[src/rtl/cfg_serial_port.sv]
module cfg_serial_port #(
  parameter int NREG         = 16,
  parameter int LOCK_FIRST   = 1,
  parameter int LOCK_LAST    = 3,
  parameter logic [3:0] PART_CODE    = 4'h3,
  parameter logic [3:0] VERSION_CODE = 4'h2
) (
  input  logic clk,
  input  logic rst_n,
  input  logic sclk,
  input  logic cs_n,
  input  logic rw,
  input  logic sd_i,
  output logic sd_o,
  output logic sd_oe,
  input  logic tx_pe,
  input  logic rx_pe,
  output logic wr_err
);
  localparam int IW = 6;

  logic        sclk_q;
  logic [3:0]  cnt;
  logic [14:0] sh_in;
  logic        rw_q;
  logic [7:0]  out_sr;
  logic        oe_q;
  logic [7:0]  regs [NREG];

  wire         rise     = sclk & ~sclk_q & ~cs_n;
  wire [7:0]   addr_now = {sh_in[6:0], sd_i};
  wire [IW-1:0] rd_idx  = addr_now[7:2];
  wire [IW-1:0] wr_idx  = sh_in[14:9];
  wire [7:0]   wr_data  = {sh_in[6:0], sd_i};
  wire         commit   = rise && cnt == 4'd15 && !rw_q;
  wire         busy     = tx_pe | rx_pe;
  wire         wr_lock  = int'(wr_idx) >= LOCK_FIRST && int'(wr_idx) <= LOCK_LAST;
  wire         wr_ok    = wr_idx != '0 && int'(wr_idx) < NREG && !(wr_lock && busy);

  function automatic logic [7:0] rd_val(input logic [IW-1:0] idx);
    if (idx == '0) return {PART_CODE, VERSION_CODE};
    for (int n = 1; n < NREG; n++)
      if (int'(idx) == n) return regs[n];
    return 8'h00;
  endfunction

  assign sd_o  = out_sr[7];
  assign sd_oe = oe_q;

  always_ff @(posedge clk or negedge rst_n) begin
    if (!rst_n) begin
      sclk_q <= 1'b0;
      cnt    <= '0;
      sh_in  <= '0;
      rw_q   <= 1'b0;
      out_sr <= '0;
      oe_q   <= 1'b0;
    end else begin
      sclk_q <= sclk;
      if (cs_n) begin
        cnt  <= '0;
        oe_q <= 1'b0;
      end else if (rise) begin
        sh_in <= {sh_in[13:0], sd_i};
        cnt   <= cnt + 4'd1;
        if (cnt == 4'd0) rw_q <= rw;
        if (cnt == 4'd7 && rw_q) begin
          out_sr <= rd_val(rd_idx);
          oe_q   <= 1'b1;
        end else if (oe_q) begin
          out_sr <= {out_sr[6:0], 1'b0};
        end
        if (cnt == 4'd15) oe_q <= 1'b0;
      end
    end
  end

  always_ff @(posedge clk or negedge rst_n) begin
    if (!rst_n) begin
      wr_err <= 1'b0;
      for (int n = 0; n < NREG; n++) regs[n] <= 8'(n) ^ 8'h5A;
    end else if (commit) begin
      if (wr_ok) regs[wr_idx[$clog2(NREG)-1:0]] <= wr_data;
      if (wr_lock && busy) wr_err <= 1'b1;
    end
  end

  AST_ERR_STICKY: assert property (@(posedge clk) disable iff (!rst_n) !$fell(wr_err)) else $error("wr_err cleared");
  AST_LOCK_HOLD:  assert property (@(posedge clk) disable iff (!rst_n) busy |=> $stable(regs[LOCK_FIRST])) else $error("locked reg changed");
  AST_OE_READ:    assert property (@(posedge clk) disable iff (!rst_n) sd_oe |-> rw_q) else $error("drive on write");
  AST_CS_IDLE:    assert property (@(posedge clk) disable iff (!rst_n) cs_n |=> (!sd_oe && cnt == 4'd0)) else $error("abort not clean");
  AST_SDO_HOLD:   assert property (@(posedge clk) disable iff (!rst_n) !rise |=> $stable(sd_o)) else $error("sd_o moved off edge");
endmodule

[config.mk]
export PLATFORM = sky130hd
export DESIGN_NAME = cfg_serial_port
export DESIGN_NICKNAME = d
export VERILOG_FILES = /design/src/rtl/cfg_serial_port.sv
export SDC_FILE = /design/constraint.sdc
export NUM_CORES = 1
export LEC_CHECK = 0
export BUFFER_PORTS_ARGS = -buffer_cell sky130_fd_sc_hd__buf_2
export CAP_MARGIN = 20
export CORE_ASPECT_RATIO = 1.75
export CORE_MARGIN = 2
export CORE_UTILIZATION = 40
export DETAILED_ROUTE_END_ITERATION = 10
export PLACE_DENSITY = 0.55
export SLEW_MARGIN = 20
export SYNTH_ARGS = -nofsm -noshare
export SYNTH_HDL_FRONTEND = slang
export SYNTH_SLANG_ARGS = --single-unit
[constraint.sdc]
create_clock -name clk -period 2.5 [get_ports clk]
set_input_delay 0.25 -clock clk [delete_from_list [all_inputs] [get_ports clk]]
set_output_delay 0.25 -clock clk [all_outputs]
set_load 0.01 [all_outputs]
After elaboration in Yosys (flattened, before gate mapping)
Index checks and enable logic that the tools add are counted.
- word-level logic and storage cells: 410
- register bits after elaboration: 159
- magnitude comparators: 5
- muxes and demuxes: 336
- equal/unequal tests: 17
- $add $sub $neg: 1
- bitwise gates (word level): 6
- reduce and logical (&&, ||, !) cells: 22
- operators by type and width (cell ; number):
    8-bit 2-to-1 mux ; 83
    1-bit 2-to-1 mux ; 249
    128-bit bitwise mux ; 1
    6-bit by 5-bit equality test with 1-bit output (second input constant) ; 8
    8-bit demux with 4-bit select ; 1
    6-bit by 4-bit equality test with 1-bit output (second input constant) ; 4
    6-bit by 3-bit equality test with 1-bit output (second input constant) ; 2
    1-bit logical AND ; 8
    4-bit 2-to-1 mux ; 2
    2-bit AND reduction ; 4
    6-bit by 2-bit equality test with 1-bit output (second input constant) ; 1
    6-bit by 1-bit >= comparator with 1-bit output (second input constant) ; 1
    6-bit by 2-bit less-or-equal comparator with 1-bit output (second input constant) ; 1
    6-bit zero test ; 1
    6-bit by 5-bit < comparator with 1-bit output (second input constant) ; 1
    3-bit AND reduction ; 2
    6-bit nonzero test ; 1
    5-bit >= comparator (second input constant) ; 1
    5-bit by 1-bit < comparator with 1-bit output (second input constant) ; 1
    4-bit NOT with 5-bit output ; 1
    4-bit by 1-bit adder with 4-bit output (second input constant) ; 1
    4-bit by 3-bit equality test with 1-bit output (second input constant) ; 1
    4-bit equality test (second input constant) ; 1
    4-bit zero test ; 1
    other kinds (6) ; 10

Logic depth before layout (Yosys ltp)
Gate-level depths: netlist (run 1).
- depth after elaboration: 173
- depth in mapped cells: 9
- mapped depth without buffers: 7

Least setup slack after synthesis (run 1)
Ideal clock, no wire load.
- path kind: register -> register
- from: reg cnt[0]
- to: reg regs[101] (netlist name)
- stages on the path, launching flop included: 8
- data required time: 2375 ps
- setup slack: 387 ps
- clock period less this slack: 2113 ps
- arrival: 1988 ps
- path buffers: 0
- cells stage by stage: dfrtp_1 -> ha_1 -> and2_1 -> nand4_1 -> nor4_1 -> nand2b_1 -> nor2_4 -> mux2_2
- word-level cells in the longest chain between the ends: 4
- ends and longest elaborated chain (item ; line ; source):
    start: declaration ; 23 ; logic [3:0] cnt;
    start signal: assignment ; 65 ; cnt <= cnt + 4'd1;
    4-bit equality test ; 35 ; wire commit = rise && cnt == 4'd15 && !rw_q;
    1-bit logical AND (2 in series) ; 35 ;
    2-bit AND reduction (no source line) ; -- ;
    end signal: indexed assignment ; 83 ; if (wr_ok) regs[wr_idx[$clog2(NREG)-1:0]] <= wr_data;
    end: declaration ; 28 ; logic [7:0] regs [NREG];
No other way between the ends.
A chain may end at the register's enable or synchronous reset.

Worst setup path after layout (run 1)
- from: reg sh_in[6]
- to: reg out_sr[2]
- word-level cells in the longest chain between the ends: 90
- elaborated cells between the ends (all ways): 341
- ends and longest elaborated chain (item ; line ; source):
    start: declaration ; 24 ; logic [14:0] sh_in;
    start signal: assignment ; 64 ; sh_in <= {sh_in[13:0], sd_i};
    6-bit by 3-bit equality test with 1-bit output ; 43 ; if (int'(idx) == n) return regs[n];
    1-bit 2-to-1 mux ; 43 ;
    1-bit 2-to-1 mux (2 in series) ; 42 ; for (int n = 1; n < NREG; n++)
    1-bit 2-to-1 mux ; 67 ; if (cnt == 4'd7 && rw_q) begin
    1-bit 2-to-1 mux ; 63 ; end else if (rise) begin
    1-bit 2-to-1 mux ; 60 ; if (cs_n) begin
    1-bit 2-to-1 mux (5 in series) ; 43 ;
    1-bit 2-to-1 mux (10 in series) ; -- ;
    (+43 left out) ; -- ;
    1-bit 2-to-1 mux (4 in series) ; 43 ;
    1-bit 2-to-1 mux (15 in series) ; 42 ;
    1-bit 2-to-1 mux ; 67 ;
    1-bit 2-to-1 mux ; 63 ;
    1-bit 2-to-1 mux ; 60 ;
    8-bit 2-to-1 mux ; 44 ; return 8'h00;
    8-bit 2-to-1 mux * ; 42 ;
    8-bit 2-to-1 mux * ; 67 ;
    end signal: assignment ; 68 ; out_sr <= rd_val(rd_idx);
    end signal: assignment ; 71 ; out_sr <= {out_sr[6:0], 1'b0};
    end: declaration ; 26 ; logic [7:0] out_sr;
Every way passes the cells marked *; elsewhere a longest branch is shown, timed or not. The select of a mux whose other input is x is not followed.

==> results.py, run 1 <==
metrics = {
    "floorplan": {
        "start_util_pct": 40.88,
        "die_area_sq_um": 19680,
        "die_y_microns": 184.1,
        "rows": 65,
        "ioPinCount": 11,
        "core_area_sq_um": 18140,
        "die_x_microns": 106.9,
    },
    "worst_setup_path": {
        "path_class": "reg -> reg",
        "slowest_delay_ps": 670,
        "worstPathArrival_ps": 2740,
        "worstSetupStartpointType": "register",
        "critPathMaxFanout": 9,
        "cp_cell_sequence": "or4b_1 -> buf_4 -> nor3b_1 -> o21ai_0 -> a31oi_1 -> o22ai_1",
        "critPathSlowestCell": "or4b_1",
        "cp_num_buf_inv": 1,
        "crit_required_ps": 2790,
        "crit_family": "simple AND/OR/NAND/NOR gates",
        "cp-end-kind": "register",
    },
    "finish": {
        "layout.nets": 716,
        "post-route-cell-area_sq_um": 8772,
        "fin_cells": 953,
        "fill_cells": 1673,
        "area_growth_pct": 18.31,
        "antenna-diode-count": 0,
        "drive_above_1_share_pct": 43.95,
    },
    "timing": {
        "max_freq_ghz": 0.4091,
        "hold_viol_final": 0,
        "worstMarginPinSlew_ps": 833.0,
        "setup_viol": 0,
        "fin_crit_sh_pct": 97.78,
        "slew_viol_final": 0,
        "max_slew_margin_pct": 43.76,
        "min_period_ps": 2445,
        "fin_skew_ps": 7.526,
    },
    "clock_network": {
        "tritoncts_num_sinks": 151,
        "cts_buffers": 17,
        "clock_latency_ps": 420,
        "cts_tree": "built",
        "h-tree-depth": 4,
        "cts.clk_slew.worst_paths_ps": 60,
        "clock_tree.buffer_depth": 2,
        "cts.root.buffer_cell": "clkbuf_16",
    },
    "logic_synthesis": {
        "seq_area_frac_synth_pct": 51.97,
        "async_flop_share_pct": 100.0,
        "ys_types": 68,
        "ys_warn_count": 0,
        "synth_edf_count": 0,
        "synth_flop_cell": "dfrtp_1",
        "synth_seq_cells": 151,
        "syn_area_sq_um": 7415,
        "syn_area_per_cell_sq_um": 11.34,
        "netlist_instances": 654,
        "synth_nets": 664,
    },
    "route": {
        "ant_nets": 0,
        "viasPerCell": 5.776,
        "routedWlPerCell_microns": 22.98,
        "drt_iter0_markers": 305,
        "dr.pass1.iters": 5,
        "drc": 0,
        "routed_wl_microns": 21900,
        "dr_total_vias": 5505,
    },
    "pwr": {
        "vdd_drop_max_v": 0.0004599,
        "p_leak_nw": 3.826,
        "p_total_mw": 6.580,
        "power_density_nw_per_um2": 750.1,
    },
    "run": {
        "max-cap-violations": 0,
    },
    "grt": {
        "grt_pass1_vias": 5806,
        "grt_max_degree": 63,
        "grt_pass1_wl_microns": 34160,
        "antenna_found_initial": 0,
        "grt_use_total_pct": 23.45,
        "grt.overflow.total": 0,
    },
    "placement": {
        "portBuffers": 10,
        "dp_hpwl_microns": 15920,
        "placed_cells": 918,
        "place_congestion": 0.9660,
        "dpl_cell_area_sq_um": 8088,
    },
    "run_status": {
        "outcome": "complete, no violations",
    },
    "worst_hold_path": {
        "hold_path_class": "in -> reg",
    },
}
## through the flow
stage                     util (%)  hold WS [ps]  setup WS [ps]  TNS (ps)
after floorplan                  -        -45.59          386.8         0
after global placement       44.59         239.3          10.47         0
after detailed placement     44.59         252.5          20.42         0
after CTS                    48.15         44.01          6.428         0
after global routing         48.37         62.20         -21.18    -48.75
final                        48.37         56.73          55.38         0
## sequential cells by signal, summed over array words and instances, names as in the netlist
signal and cells:
cnt 4, out_sr 8, regs 120, rw_q 1, sclk_q 1, sd_oe 1, sh_in 15, wr_err 1
## what timing repair did
| item | CTS | global route |
|---|---|---|
| resized for setup | 1 | 7 |
| buffers inserted | 0 | 1 |
| hold endpoints to repair | 39 | 0 |
| pin swaps | 1 | 4 |
| hold buffers | 2 | 0 |
| endpoints found under the setup margin | 2 | 40 |
## final timing paths
check	start	end	slack [ps]	cells past startpoint
setup / recovery	sh_in[6]$_DFFE_PN0P_	out_sr[2]$_DFFE_PN0P_	60	6
setup reg to reg	sh_in[6]$_DFFE_PN0P_	out_sr[2]$_DFFE_PN0P_	60	6
hold / removal	rw	rw_q$_DFFE_PN0P_	60	2
min in group asynchronous	rst_n	cnt[1]$_DFFE_PN0P_	350	2
max in group asynchronous	rst_n	regs[17]$_DFFE_PN1P_	1260	3
hold reg to reg	sh_in[7]$_DFFE_PN0P_	sh_in[8]$_DFFE_PN0P_	470	2
## worst reg2reg max path, cell delays in order, from the launching register on
cell     delay, ps
dfrtp_1        530
or4b_1         670
buf_4          190
nor3b_1        270
o21ai_0        230
a31oi_1        300
o22ai_1        130
## final cells by class
class,count,area [sq um],share of cell area (%)
Sequential cell,151,3856,43.96
Multi-Input combinational cell,454,3396,38.71
Timing Repair Buffer,75,578.1,6.590
Clock buffer,19,452.9,5.163
Tap cell,234,292.8,3.338
Clock inverter,13,170.2,1.940
Inverter,7,26.28,0.2995
## layout by cell type, fill, tap and decap left out, drive strengths merged, types with 3 or more instances in the layout
| cell type | n |
|---|---|
| or4b | 3 |
| mux2i | 14 |
| dfrtp | 91 |
| clkbuf | 19 |
| nor4b | 3 |
| a31oi | 8 |
| nor3 | 14 |
| clkinvlp | 3 |
| a211oi | 3 |
| nand3 | 5 |
| nor2b | 6 |
| or3 | 4 |
| buf | 73 |
| mux4 | 3 |
| or2 | 5 |
| nand2b | 10 |
| nor3b | 3 |
| nand4b | 3 |
| clkinv | 4 |
| mux2 | 120 |
| inv | 10 |
| nor2 | 51 |
| o21ai | 37 |
| a22oi | 5 |
| o22ai | 13 |
| bufinv | 3 |
| nand2 | 73 |
| dfstp | 60 |
| a21oi | 26 |
## report_power, final
part / total, mW / leakage [nW] / internal [mW] / switching [mW]
sequential: 2.64 / 1.87 / 2.51 / 0.131
clock: 2.69 / 0.297 / 1.64 / 1.06
combinational: 1.25 / 1.66 / 0.461 / 0.787
## layer usage
metal	track usage, %	up-vias	wire [microns]
met1	26.79	2821	8387
met5	0	-	0
met4	13.51	0	1201
met2	40.79	165	11540
li1	-	2461	-
met3	4.102	58	766
## cells in the mapped netlist (3+ instances only)
library cell  instances  area (sq um)
dfrtp_1              91          2277
a21oi_1              26         130.1
nor2_1               44         165.2
nand4b_1              3         26.28
nand3_1               4         20.02
nor2_4                6         67.56
or3_1                 4         25.02
or2_2                 4         25.02
nand2_1              70         262.8
nor4b_1               3         26.28
nand2_2               3         18.77
buf_1                 3         11.26
nor3b_1               3         22.52
mux2i_1              14         140.1
clkbuf_1             26         97.59
mux4_2                3         67.56
nor2b_1               6         37.54
a31oi_1               8         50.05
o21ai_0              36         180.2
nand2b_1             10         62.56
nor3_1               12         60.06
o22ai_1              13         81.33
a211oi_1              3         22.52
a22oi_1               5         37.54
mux2_2              120          1351
dfstp_2              60          1577
buf_2                13         65.06
inv_1                 7         26.28
## logic make-up (layout without fill, tap and decap cells)
logic type,Yosys count,after routing,share of synthesized area (%)
and+or+nand+nor,190,190,13.23
DFF,151,151,51.97
muxes,137,137,21.03
AOI/OAI and AO/OA,122,122,10.38
buffers and inverters,49,114,2.700
xor gates and xnor gates,3,3,0.3544
adders and majority gates,2,2,0.3374
Power figures use the tool's default switching activity.
==> inputs of run 2 (changes only) <==
--- a/config.mk
+++ b/config.mk
@@ -9,9 +9,10 @@
 export CAP_MARGIN = 20
 export CORE_ASPECT_RATIO = 1.75
 export CORE_MARGIN = 2
-export CORE_UTILIZATION = 40
+export CORE_UTILIZATION = 63
 export DETAILED_ROUTE_END_ITERATION = 10
-export PLACE_DENSITY = 0.55
+export PLACE_DENSITY = 0.8
+export SKIP_LAST_GASP = 1
 export SLEW_MARGIN = 20
 export SYNTH_ARGS = -nofsm -noshare
 export SYNTH_HDL_FRONTEND = slang
==> run 2 against run 1 <==
  * Hold slack better by 11 ps
  * Fmax is 0.45% lower
  * Core utilization is 26 points higher
  * Sequential power hardly changed
  * Final cell count is 12% lower
  * Highest routed layer unchanged
==> results.py, run 2 (same netlist as run 1, synthesis figures left out) <==
metrics = {
    "route": {
        "dr.pass1.iters": 6,
        "dr_total_vias": 5690,
        "routed_wl_microns": 20390,
        "ant_nets": 0,
        "drc": 0,
        "routedWlPerCell_microns": 24.19,
        "drt_iter0_markers": 546,
        "viasPerCell": 6.750,
    },
    "timing": {
        "max_freq_ghz": 0.4072,
        "holdWs_ps": 67.88,
        "fin_skew_ps": 13.24,
        "hold_viol_final": 0,
        "setup_viol": 0,
        "max_slew_margin_pct": 50.74,
        "fin_crit_sh_pct": 98.23,
        "fin_ws_ps": 44.29,
        "grt_setup_unrepaired": "true",
        "setup_tns_ps": 0,
        "min_period_ps": 2456,
        "worstMarginPinSlew_ps": 738.9,
        "slew_viol_final": 0,
    },
    "grt": {
        "grt_pass1_vias": 5890,
        "grt_max_degree": 52,
        "grt_use_total_pct": 33.84,
        "antenna_found_initial": 0,
        "grt.overflow.total": 0,
        "grt_pass1_wl_microns": 32000,
    },
    "pwr": {
        "power_density_nw_per_um2": 746.5,
        "p_leak_nw": 3.765,
        "vdd_drop_max_v": 0.0006978,
    },
    "floorplan": {
        "core_area_sq_um": 11520,
        "start_util_pct": 64.39,
        "die_x_microns": 86.01,
        "die_area_sq_um": 12690,
        "ioPinCount": 11,
        "rows": 52,
        "die_y_microns": 147.5,
    },
    "finish": {
        "layout_commonest_cell": "mux2_2",
        "largest_reg_flops": 120,
        "final_util_pct": 74.27,
        "layout.nets": 705,
        "fin_cells": 843,
        "area_growth_pct": 15.36,
        "layout_common_cells": "mux2_2, dfrtp_1, nand2_1",
        "antenna-diode-count": 0,
        "drive_above_1_share_pct": 42.66,
        "largest_register": "regs",
        "reg.largest.list": "regs x120, sh_in x15, out_sr x8",
    },
    "worst_setup_path": {
        "slowest_delay_ps": 420,
        "worstPathArrival_ps": 2760,
        "critPathMaxFanout": 8,
        "critPathSlowestCell": "dfrtp_1",
        "cp_cell_sequence": "ha_1 -> and2_1 -> nand4_1 -> or2_2 -> nor2_1 -> buf_4 -> nand2_1 -> mux2_2",
        "crit_required_ps": 2800,
        "path_class": "reg -> reg",
        "worstSetupStartpointType": "register",
        "cp-end-kind": "register",
    },
    "run_status": {
        "outcome": "complete, no violations",
    },
    "run": {
        "max-cap-violations": 0,
    },
    "clock_network": {
        "tritoncts_num_sinks": 151,
        "clock_latency_ps": 430,
        "cts_buffers": 17,
        "cts.clk_slew.worst_paths_ps": 70,
        "cts_tree": "built",
        "clock_tree.buffer_depth": 2,
        "cts.root.buffer_cell": "clkbuf_16",
        "h-tree-depth": 4,
    },
    "worst_hold_path": {
        "hold_path_class": "in -> reg",
    },
    "placement": {
        "placed_cells": 807,
        "portBuffers": 10,
        "place_congestion": 0.9789,
        "dp_hpwl_microns": 14160,
        "dp_slack_ps": -12.60,
    },
}
run 2: power by group:
group          total (mW)  switching (mW)  internal [mW]
combinational        1.20           0.757          0.448
sequential           2.64           0.137           2.51
clock                2.54            1.02           1.51
run 2: final cells by class:
type,count,area (sq um)
inverter,7,26.28
tap,135,168.9
sequential,151,3856
multi-input combinational,454,3383
timing repair buffer,64,529.3
fill,778,2963
clock inverter,12,142.6
clock buffer,20,446.7
run 2: what timing repair did:
action / in CTS / in global routing
hold buffers: 2 / 0
pin swaps: 0 / 5
gates resized for setup: 1 / 4
setup endpoints to repair: 1 / 37
buffers inserted: 0 / 2
hold endpoints to repair: 36 / 0
run 2: worst max-delay path: cells and delay by family (launching register included):
kind                       cells  cell delay, ps
and+or+nand+nor                5            1160
DFF                            1             420
muxes                          1             400
adders and majority gates      1             220
buffers and inverters          1             130
run 2: metal layers:
metal	track usage (%)	vias to the layer above	routed length [microns]
met5	0	-	0
met4	23.57	0	1513
met3	6.533	103	1169
met2	55.19	310	10330
met1	39.51	2820	7379
li1	-	2457	-
run 2: path summary, 6_finish.rpt:
path                                     from              endpoint  slack (ps)  cells after the start
min in group asynchronous               rst_n    cnt[3]$_DFFE_PN0P_         330                      2
hold / removal                             rw      rw_q$_DFFE_PN0P_          70                      2
setup / recovery           cnt[0]$_DFFE_PN0P_  regs[15]$_DFFE_PN0P_          40                      8
setup reg to reg           cnt[0]$_DFFE_PN0P_  regs[15]$_DFFE_PN0P_          40                      8
max in group asynchronous               rst_n  regs[66]$_DFFE_PN1P_        1340                      3
hold reg to reg            wr_err$_DFFE_PN0P_    wr_err$_DFFE_PN0P_         480                      1
run 2: through the flow:
stage               total power [mW]  area (sq um)
global placement               3.797          7886
global route                   6.592          8553
finish                         6.385          8553
detailed placement             3.823          7886
floorplan                      3.295          7415
CTS                            6.369          8497
